File: config.mk
export PLATFORM = sky130hd
export DESIGN_NAME = mode_boot_loader
export DESIGN_NICKNAME = d
export VERILOG_FILES = /design/src/rtl/mode_boot_pkg.sv /design/src/rtl/mode_clk_gen.sv /design/src/rtl/mode_capture.sv /design/src/rtl/mode_decode.sv /design/src/rtl/mode_boot_loader.sv
export SDC_FILE = /design/constraint.sdc
export NUM_CORES = 1
export LEC_CHECK = 0
export ABC_AREA = 1
export BUFFER_PORTS_ARGS = -buffer_cell sky130_fd_sc_hd__buf_2
export CORE_MARGIN = 2
export CORE_UTILIZATION = 63
export CTS_CLUSTER_DIAMETER = 60
export DETAILED_ROUTE_END_ITERATION = 10
export GPL_ROUTABILITY_DRIVEN = 0
export HOLD_SLACK_MARGIN = 0.03
export PLACE_DENSITY = 0.85
export SYNTH_ARGS = -nofsm -noshare
export SYNTH_HDL_FRONTEND = slang
export SYNTH_SLANG_ARGS = --single-unit
File: constraint.sdc
create_clock -name clk_i -period 3.9 [get_ports clk_i]
set_input_delay 0.195 -clock clk_i [delete_from_list [all_inputs] [get_ports clk_i]]
set_output_delay 0.195 -clock clk_i [all_outputs]
set_load 0.005 [all_outputs]
File: src/rtl/mode_boot_pkg.sv
package mode_boot_pkg;
  localparam int FIELD_BITS = 27;
  // reserved bit positions inside the decoded field range: 0, 18, 20..24
  localparam logic [FIELD_BITS-1:0] RSV_MASK = 27'h1F40001;

  localparam int PAT_LSB   = 1;
  localparam int RAT_LSB   = 5;
  localparam int END_BIT   = 8;
  localparam int WM_LSB    = 9;
  localparam int TMR_BIT   = 11;
  localparam int BUS_BIT   = 12;
  localparam int DRV_LSB   = 13;
  localparam int DLY_LSB   = 15;
  localparam int FM_BIT    = 19;
  localparam int ID_HI_BIT = 25;
  localparam int ID_LO_BIT = 26;

  localparam logic [3:0] PAT_MAX = 4'd8;

  typedef enum logic [1:0] {
    WM_LEGACY  = 2'b00,
    WM_RSVD    = 2'b01,
    WM_PIPE    = 2'b10,
    WM_REISSUE = 2'b11
  } wr_mode_e;

  typedef struct packed {
    logic [3:0] pattern;
    logic [3:0] clk_mult;
    logic       big_endian;
    wr_mode_e   wr_mode;
    logic       timer_irq_en;
    logic       bus32;
    logic [6:0] drive_pct;
    logic [2:0] wr_delay;
    logic       fast_mult_en;
    logic [1:0] cfg_id;
  } mode_cfg_t;
endpackage

File: src/rtl/mode_clk_gen.sv
module mode_clk_gen #(
  parameter int DIV        = 256,
  parameter int STREAM_LEN = 256
) (
  input  logic                          clk_i,
  input  logic                          rst_ni,
  output logic                          busy_o,
  output logic                          mode_clk_o,
  output logic                          sample_o,
  output logic [$clog2(STREAM_LEN)-1:0] bit_idx_o,
  output logic                          finish_o
);
  localparam int CW = $clog2(DIV);
  localparam int IW = $clog2(STREAM_LEN);
  localparam logic [CW-1:0] CNT_LAST = CW'(DIV - 1);
  localparam logic [CW-1:0] CNT_MID  = CW'(DIV / 2);
  localparam logic [IW-1:0] IDX_LAST = IW'(STREAM_LEN - 1);

  logic [CW-1:0] cnt_q;
  logic [IW-1:0] idx_q;
  logic          busy_q;

  assign busy_o     = busy_q;
  assign bit_idx_o  = idx_q;
  assign mode_clk_o = busy_q && (cnt_q >= CNT_MID);
  assign sample_o   = busy_q && (cnt_q == CNT_MID);
  assign finish_o   = busy_q && (cnt_q == CNT_LAST) && (idx_q == IDX_LAST);

  always_ff @(posedge clk_i or negedge rst_ni) begin
    if (!rst_ni) begin
      cnt_q  <= '0;
      idx_q  <= '0;
      busy_q <= 1'b1;
    end else if (busy_q) begin
      if (cnt_q == CNT_LAST) begin
        cnt_q <= '0;
        if (idx_q == IDX_LAST) busy_q <= 1'b0;
        else                   idx_q  <= idx_q + 1'b1;
      end else begin
        cnt_q <= cnt_q + 1'b1;
      end
    end
  end

  p_idx_bound_r2: assert property (@(posedge clk_i) disable iff (!rst_ni)
    busy_o |-> (bit_idx_o <= IDX_LAST));
  p_finish_once_r2: assert property (@(posedge clk_i) disable iff (!rst_ni)
    finish_o |=> (!busy_o && !finish_o));
  p_sample_in_high_r1: assert property (@(posedge clk_i) disable iff (!rst_ni)
    sample_o |=> mode_clk_o);
endmodule

File: src/rtl/mode_capture.sv
module mode_capture
  import mode_boot_pkg::*;
#(
  parameter int STREAM_LEN = 256
) (
  input  logic                          clk_i,
  input  logic                          rst_ni,
  input  logic                          sample_i,
  input  logic                          data_i,
  input  logic [$clog2(STREAM_LEN)-1:0] bit_idx_i,
  output logic [FIELD_BITS-1:0]         raw_o,
  output logic                          rsv_hit_o
);
  localparam int IW = $clog2(STREAM_LEN);
  localparam logic [IW-1:0] FIELD_END = IW'(FIELD_BITS);

  logic in_field;
  logic rsv_pos;

  assign in_field  = bit_idx_i < FIELD_END;
  assign rsv_pos   = in_field ? RSV_MASK[bit_idx_i[4:0]] : 1'b1;
  assign rsv_hit_o = sample_i && data_i && rsv_pos;

  always_ff @(posedge clk_i or negedge rst_ni) begin
    if (!rst_ni) begin
      raw_o <= '0;
    end else if (sample_i && in_field) begin
      raw_o[bit_idx_i[4:0]] <= data_i;
    end
  end

  p_raw_quiet_r11: assert property (@(posedge clk_i) disable iff (!rst_ni)
    !sample_i |=> $stable(raw_o));
endmodule

File: src/rtl/mode_decode.sv
module mode_decode
  import mode_boot_pkg::*;
(
  input  logic [FIELD_BITS-1:0] raw_i,
  output mode_cfg_t             cfg_o,
  output logic                  code_bad_o
);
  logic [3:0] pat;
  logic [2:0] rat;
  logic [1:0] wm;
  logic [1:0] drv;

  assign pat = raw_i[PAT_LSB +: 4];
  assign rat = raw_i[RAT_LSB +: 3];
  assign wm  = raw_i[WM_LSB +: 2];
  assign drv = raw_i[DRV_LSB +: 2];

  always_comb begin
    cfg_o.pattern      = pat;
    cfg_o.clk_mult     = (rat == 3'd7) ? 4'd0 : ({1'b0, rat} + 4'd2);
    cfg_o.big_endian   = raw_i[END_BIT];
    cfg_o.wr_mode      = wr_mode_e'(wm);
    cfg_o.timer_irq_en = !raw_i[TMR_BIT];
    cfg_o.bus32        = raw_i[BUS_BIT];
    unique case (drv)
      2'b10:   cfg_o.drive_pct = 7'd100;
      2'b11:   cfg_o.drive_pct = 7'd83;
      2'b00:   cfg_o.drive_pct = 7'd67;
      default: cfg_o.drive_pct = 7'd50;
    endcase
    cfg_o.wr_delay     = raw_i[DLY_LSB +: 3];
    cfg_o.fast_mult_en = !raw_i[FM_BIT];
    cfg_o.cfg_id       = {raw_i[ID_HI_BIT], raw_i[ID_LO_BIT]};
  end

  assign code_bad_o = (pat > PAT_MAX) || (rat == 3'd7) || (wm == WM_RSVD);
endmodule

File: src/rtl/mode_boot_loader.sv
module mode_boot_loader
  import mode_boot_pkg::*;
#(
  parameter int DIV        = 256,
  parameter int STREAM_LEN = 256
) (
  input  logic       clk_i,
  input  logic       rst_ni,
  input  logic       mode_data_i,
  output logic       mode_clk_o,
  output logic       busy_o,
  output logic       done_o,
  output logic       err_o,
  output logic [3:0] pattern_o,
  output logic [3:0] clk_mult_o,
  output logic       big_endian_o,
  output logic [1:0] wr_mode_o,
  output logic       timer_irq_en_o,
  output logic       bus32_o,
  output logic [6:0] drive_pct_o,
  output logic [2:0] wr_delay_o,
  output logic       fast_mult_en_o,
  output logic [1:0] cfg_id_o
);
  localparam int IW = $clog2(STREAM_LEN);

  logic                  sample;
  logic                  finish;
  logic [IW-1:0]         bit_idx;
  logic [FIELD_BITS-1:0] raw;
  logic                  rsv_hit;
  logic                  code_bad;
  mode_cfg_t             cfg_d, cfg_q;
  logic                  done_q, err_q;

  mode_clk_gen #(.DIV(DIV), .STREAM_LEN(STREAM_LEN)) u_clk (
    .clk_i, .rst_ni, .busy_o, .mode_clk_o,
    .sample_o(sample), .bit_idx_o(bit_idx), .finish_o(finish)
  );

  mode_capture #(.STREAM_LEN(STREAM_LEN)) u_cap (
    .clk_i, .rst_ni, .sample_i(sample), .data_i(mode_data_i),
    .bit_idx_i(bit_idx), .raw_o(raw), .rsv_hit_o(rsv_hit)
  );

  mode_decode u_dec (.raw_i(raw), .cfg_o(cfg_d), .code_bad_o(code_bad));

  always_ff @(posedge clk_i or negedge rst_ni) begin
    if (!rst_ni) begin
      cfg_q  <= '0;
      done_q <= 1'b0;
      err_q  <= 1'b0;
    end else begin
      done_q <= finish;
      if (finish) cfg_q <= cfg_d;
      if (rsv_hit || (finish && code_bad)) err_q <= 1'b1;
    end
  end

  assign done_o         = done_q;
  assign err_o          = err_q;
  assign pattern_o      = cfg_q.pattern;
  assign clk_mult_o     = cfg_q.clk_mult;
  assign big_endian_o   = cfg_q.big_endian;
  assign wr_mode_o      = cfg_q.wr_mode;
  assign timer_irq_en_o = cfg_q.timer_irq_en;
  assign bus32_o        = cfg_q.bus32;
  assign drive_pct_o    = cfg_q.drive_pct;
  assign wr_delay_o     = cfg_q.wr_delay;
  assign fast_mult_en_o = cfg_q.fast_mult_en;
  assign cfg_id_o       = cfg_q.cfg_id;

  p_clk_low_idle_r1: assert property (@(posedge clk_i) disable iff (!rst_ni)
    !busy_o |-> !mode_clk_o);
  p_done_pulse_r2: assert property (@(posedge clk_i) disable iff (!rst_ni)
    done_o |=> !done_o);
  p_done_after_busy_r2: assert property (@(posedge clk_i) disable iff (!rst_ni)
    done_o |-> !busy_o);
  p_mult_legal_r4: assert property (@(posedge clk_i) disable iff (!rst_ni)
    done_o |-> (clk_mult_o == 4'd0 || (clk_mult_o >= 4'd2 && clk_mult_o <= 4'd8)));
  p_drive_legal_r7: assert property (@(posedge clk_i) disable iff (!rst_ni)
    done_o |-> (drive_pct_o == 7'd100 || drive_pct_o == 7'd83 ||
                drive_pct_o == 7'd67  || drive_pct_o == 7'd50));
  p_err_sticky_r10: assert property (@(posedge clk_i) disable iff (!rst_ni)
    err_o |=> err_o);
  p_cfg_hold_r11: assert property (@(posedge clk_i) disable iff (!rst_ni)
    (!busy_o && !done_o) |=> ($stable(cfg_q) && !mode_clk_o));
endmodule

======== Word level (Yosys, flattened, before mapping) ========
Memory sizes are Yosys's and may differ from the RTL's.
Index checks and enable logic that the tools add are counted.
storage, ports and cells
  output and inout port bits .............. 30
  register bits after elaboration ......... 72
  input port bits ......................... 3
  memories kept ........................... 1
  memory bits (read-only) ................. 32
cells by class
  bitwise operators ....................... 1
  mux-type cells .......................... 11
  equality and inequality tests ........... 7
  add/sub/neg operators ................... 3
  reduce and logical (&&, ||, !) cells .... 16
  magnitude comparators ................... 5
memories
  name              depth  width  rd ports  clocked after memory_dff  wr ports  RTL line            RTL
  (name not given)  32     1      1         0                         0         mode_capture.sv:21  assign rsv_pos = in_field ? RSV_MASK[bit_idx_i[4:0]] : 1'b1;
operator list
  cell                                                               number
  bitwise mux 27 bit                                                 1
  equality test 8 bit, second input constant                         3
  one-hot mux 7 bit (3 select lines)                                 1
  adder 8 x 1 -> 8 bit, second input constant                        2
  logical AND 1 bit                                                  9
  greater-or-equal comparator 8 bit, second input constant           1
  less-than comparator 8 x 5 -> 1 bit, second input constant         1
  2-to-1 mux 8 bit                                                   1
  less-than comparator 5 x 6 -> 1 bit, second input constant         1
  2-to-1 mux 1 bit                                                   6
  demux 1 bit (select 5 bit)                                         1
  greater-or-equal comparator 5 x 1 -> 1 bit, second input constant  1
  adder 3 x 2 -> 4 bit, second input constant                        1
  equality test 2 bit, second input constant                         2
  greater-than comparator 4 bit, second input constant               1
  2-to-1 mux 4 bit                                                   1
  equality test 3 bit, second input constant                         1
  logical OR 1 bit                                                   3
  AND reduction 3 bit                                                1
  equality test 2 x 1 -> 1 bit, second input constant                1
  logical NOT 1 bit                                                  2
  logical NOT 2 bit                                                  1
  NOT 1 bit                                                          1

======== Logic depth before layout (Yosys ltp) ========
  word-level depth ........................ 5
  gate-level depth with buffers ........... 9
  depth with buffers taken out ............ 8

======== Cells and area by module ========
A second synthesis with hierarchy kept.
unflattened totals
  cells, all modules ...................... 511
  area, all modules ....................... 3,921.3 um2
modules (own cells, without submodules)
  module            times used  cells an instance  seq. area each (um2)  area each (um2)
  mode_capture      1           212                675.6                 1,532.7
  mode_boot_loader  1           115                700.7                 1,062.3
  mode_clk_gen      1           140                426.7                 1,052.3
  mode_decode       1           44                 0.0                   274.0

======== Worst setup path before layout ========
No wires, ideal clock.
  path type ............................... reg-to-reg
  from .................................... register u_clk.idx_q[0] (netlist: u_clk.bit_idx_o[0])
  to ...................................... register cfg_q (netlist bit drive_pct_o[0])
  setup slack ............................. 2.295 ns
  data required time ...................... 3.782 ns
  arrival time ............................ 1.487 ns
  setup time .............................. 0.118 ns
  stages on the path, launching flop included .. 10
  clock period less this slack ............ 1.605 ns
  cell sequence ........................... dfrtp_1 -> ha_1 -> inv_1 -> nor2_4 -> nand3_4 -> nor2_8 -> inv_4 -> buf_6 -> nand2_2 -> o21ai_2
on the way
  longest elaborated chain between the ends .. 2
RTL lines
  item                    RTL line                RTL
  from (decl)             mode_clk_gen.sv:20      logic [IW-1:0] idx_q;
  from (signal assigned)  mode_clk_gen.sv:38      else idx_q <= idx_q + 1'b1;
  equality test 8 bit     mode_clk_gen.sv:27      assign finish_o = busy_q && (cnt_q == CNT_LAST) && (idx_q == IDX_LAST);
  logical AND 1 bit       mode_clk_gen.sv:27
  to (signal assigned)    mode_boot_loader.sv:55  if (finish) cfg_q <= cfg_d;
  to (decl)               mode_boot_loader.sv:33  mode_cfg_t cfg_d, cfg_q;
Every way passes these cells.
A chain may end at the register's enable or synchronous reset.

======== Final worst setup path ========
  from .................................... register u_clk.idx_q[0] (netlist: u_clk.bit_idx_o[0])
  to ...................................... register u_cap.raw_o[11]
on the way
  longest elaborated chain between the ends .. 5
  elaborated cells on any way between the ends .. 8
RTL lines
  item                                                                                                                     RTL line            RTL
  less-than comparator 5 x 6 -> 1 bit (implied by the code) or greater-or-equal comparator 5 x 1 -> 1 bit (tied branches)  mode_capture.sv:28  raw_o[bit_idx_i[4:0]] <= data_i;
  logical AND 1 bit (implied by the code)                                                                                  mode_capture.sv:28
  2-to-1 mux 1 bit (implied by the code)                                                                                   mode_capture.sv:28
  demux 1 bit (select 5 bit)                                                                                               -
  bitwise mux 27 bit                                                                                                       mode_capture.sv:28
  to (signal, indexed assignment)                                                                                          mode_capture.sv:28
  to (decl)                                                                                                                mode_capture.sv:11  output logic [FIELD_BITS-1:0] raw_o,
Parallel ways exist; a longest one is shown, timed or not.

==> flow_summary.yaml <==
critical_path:
  arrival_ns: 2.52
  crit_fanout: 21
  end_kind: "flip-flop"
  worst-setup-path-type: "flip-flop to flip-flop"
  worst_r2r_startpoint: "u_clk.bit_idx_o[0]$_DFFE_PN0P_"
  crit_required_ns: 4.09
  r2r_cells: 7
  r2r_slack_ns: 1.57
  reg2reg_to: "u_cap.raw_o[11]$_DFFE_PN0P_"
  start_kind: "flip-flop"
power:
  powerDensity_nw_per_um2: 356.3
  peakVddDrop_mv: 0.1992
  power_mw: 1.265
  power.leakage_nw: 1.911
logic_synthesis:
  yosysMostFrequentCell: "nand2_1"
  syn_inst: 380
  syn_nets: 394
  async_flop_share_pct: 100.0
  synth_edf_count: 0
  netlist_top_cells_area: "dfrtp_1, nand2_1, nand3_1"
  synth-main-ff-cell: "dfrtp_1"
  ys_top_cells_by_count: "nand2_1, dfrtp_1, nand3_1"
  synth_area_leader_cell: "dfrtp_1"
  syn_avg_cell_area_sq_um: 8.363
  mappedNetlistArea_sq_um: 3178
  synth_seq_area_share_pct: 50.43
  ys.warnings.count: 0
  ys_ff_latch: 64
  synthDistinctLibCells: 27
  synth_top_area_share_pct: 49.61
layout:
  stdcell_area_sq_um: 3550
  area_growth_pct: 11.69
  diodes: 0
  fillers: 361
  drive_gt1_share_pct: 17.83
  num-nets-final: 424
drt:
  drc: 0
  firstDrtPassIters: 4
  post_drt_wl_per_cell_microns: 12.35
  drtIter0Drc: 155
  vias: 2475
  wl_microns: 5951
  viasPerCell: 5.135
  drtAntennaViolNets: 0
run_status:
  outcome: "complete, no violations"
die:
  start_util_pct: 66.41
  die_w_microns: 75.03
  num_rows: 25
  num_io_pins: 33
  die_area_sq_um: 5629
  die_h_microns: 75.03
  core_region_area_sq_um: 4786
global_routing:
  grt_start_max_net_pins: 41
  grt_pass1_vias: 2367
  grt_overflow: 0
  grt_pass1_wl_microns: 10130
  antenna_found_initial: 0
  track_usage_pct: 24.08
clock_network:
  ctsRootBufferMaster: "clkbuf_8"
  ctsLongestPathBuffers: 2
  cts_resized: 0
  clock-sinks: 64
  path_clk_slew_ns: 0.07
  cts_max_level: 3
  cts_tree: "yes"
  clock_latency_ns: 0.34
  cts-buffers-inserted: 9
sta:
  worst_clock_skew_ns: 0.006101
  worst_pin_slew_ns: 1.202
  final.period_utilization_pct: 59.71
  rsz0062_at_grt: "no"
  slew_violations: 0
  tns_ns: 0
  fmax_mhz: 429.5
  final_hold_viol_count: 0
  period_needed_ns: 2.329
  setup_viol: 0
  slew_headroom_pct: 19.56
worst_hold_path:
  hp-class: "primary input to asynchronous set/reset pin"
place:
  hpwlAfterDp_microns: 4120
  dpl-instance-area_sq_um: 3333
  port_buffers: 31
run:
  drv_cap: 0
## critical path, cell delays in order, from the launching register on
cell and delay (ns):
dfrtp_1 0.42, ha_1 0.25, nor2_1 0.09, nor2_1 0.05, nor2_1 0.90, nand3_1 0.24, nand2_1 0.13, o21ai_0 0.10
## worst max-delay path by stage
stage	from	end
final	u_clk.bit_idx_o[0]$_DFFE_PN0P_	u_cap.raw_o[11]$_DFFE_PN0P_
after global routing	u_clk.bit_idx_o[0]$_DFFE_PN0P_	u_cap.raw_o[11]$_DFFE_PN0P_
after CTS	u_clk.bit_idx_o[0]$_DFFE_PN0P_	u_cap.raw_o[11]$_DFFE_PN0P_
after detailed placement	u_clk.bit_idx_o[0]$_DFFE_PN0P_	u_cap.raw_o[16]$_DFFE_PN0P_
after global placement	u_clk.bit_idx_o[0]$_DFFE_PN0P_	u_cap.raw_o[16]$_DFFE_PN0P_
after floorplan	u_clk.bit_idx_o[0]$_DFFE_PN0P_	drive_pct_o[0]$_DFFE_PN0P_
## metal layers
metal,up-vias,share of wire (%),global-route usage (%)
met3,13,3.6,5.355
met1,1152,46,31.18
li1,1264,-,-
met4,0,2.0,12.90
met2,46,48,37.91
met5,-,0,0
## layout by cell type, fill, tap and decap left out
| master | n |
|---|---|
| a21oi_1 | 3 |
| and3_1 | 1 |
| buf_2 | 31 |
| buf_4 | 1 |
| bufinv_16 | 1 |
| clkbuf_8 | 11 |
| clkinv_2 | 2 |
| clkinvlp_4 | 2 |
| conb_1 | 1 |
| dfrtp_1 | 63 |
| dfstp_2 | 1 |
| dlygate4sd3_1 | 1 |
| ha_1 | 11 |
| inv_1 | 33 |
| inv_4 | 1 |
| nand2_1 | 111 |
| nand2_2 | 8 |
| nand3_1 | 38 |
| nand3_4 | 2 |
| nand4_1 | 1 |
| nor2_1 | 37 |
| nor2_2 | 3 |
| nor2_4 | 1 |
| nor2_8 | 1 |
| nor3_1 | 3 |
| o21ai_0 | 32 |
| o21ai_2 | 8 |
| or2_2 | 1 |
| xnor2_1 | 2 |
| xor2_1 | 4 |
## through the flow
stage,cells,util (%),setup WS (ns),hold slack [ns]
floorplan,380,-,2.295,-0.1006
global placement,465,69.65,1.700,0.2188
detailed placement,465,69.65,1.653,0.2161
CTS,482,74.17,1.573,0.3879
global route,482,74.17,1.263,0.4526
finish,482,74.17,1.571,0.3685
## registers in the layout (all words and copies together) (netlist names), 2 cells and up
register,flops
cfg_id_o,2
clk_mult_o,4
drive_pct_o,6
pattern_o,4
u_cap.raw_o,20
u_clk.bit_idx_o,8
u_clk.cnt_q,8
wr_delay_o,3
wr_mode_o,2
## cells by family after synthesis
family | after synthesis | share of synthesized area (%)
other | 1 | 0.1180
xor gates and xnor gates | 6 | 1.654
DFF | 64 | 50.43
and+or+nand+nor | 207 | 28.78
adders and majority gates | 11 | 4.331
AOI/OAI and AO/OA | 43 | 7.716
buffers and inverters | 48 | 6.968
## power breakdown
part	internal (mW)	leakage, nW	switching, mW	total, mW
Sequential	0.664	0.781	0	0.664
Combinational	0.00206	1.03	0.0153	0.0174
Clock	0.327	0.101	0.256	0.584
## area by class of cell
class / count / area [sq um] / area share [%]
multi-input cells: 268 / 1354 / 38.14
clock buffers: 11 / 151.4 / 4.265
well taps: 67 / 83.83 / 2.362
flip-flops and latches: 64 / 1603 / 45.15
clock inverters: 5 / 55.05 / 1.551
repair buffers: 33 / 172.7 / 4.864
inverters: 34 / 130.1 / 3.666
## what timing repair did
item                       4_1_cts  5_1_grt
hold buffers                     1        0
setup buffers                    0        0
setup endpoints to repair        0        0
hold endpoints to repair        23        0
Note: power is estimated with default switching activity, not from simulation.
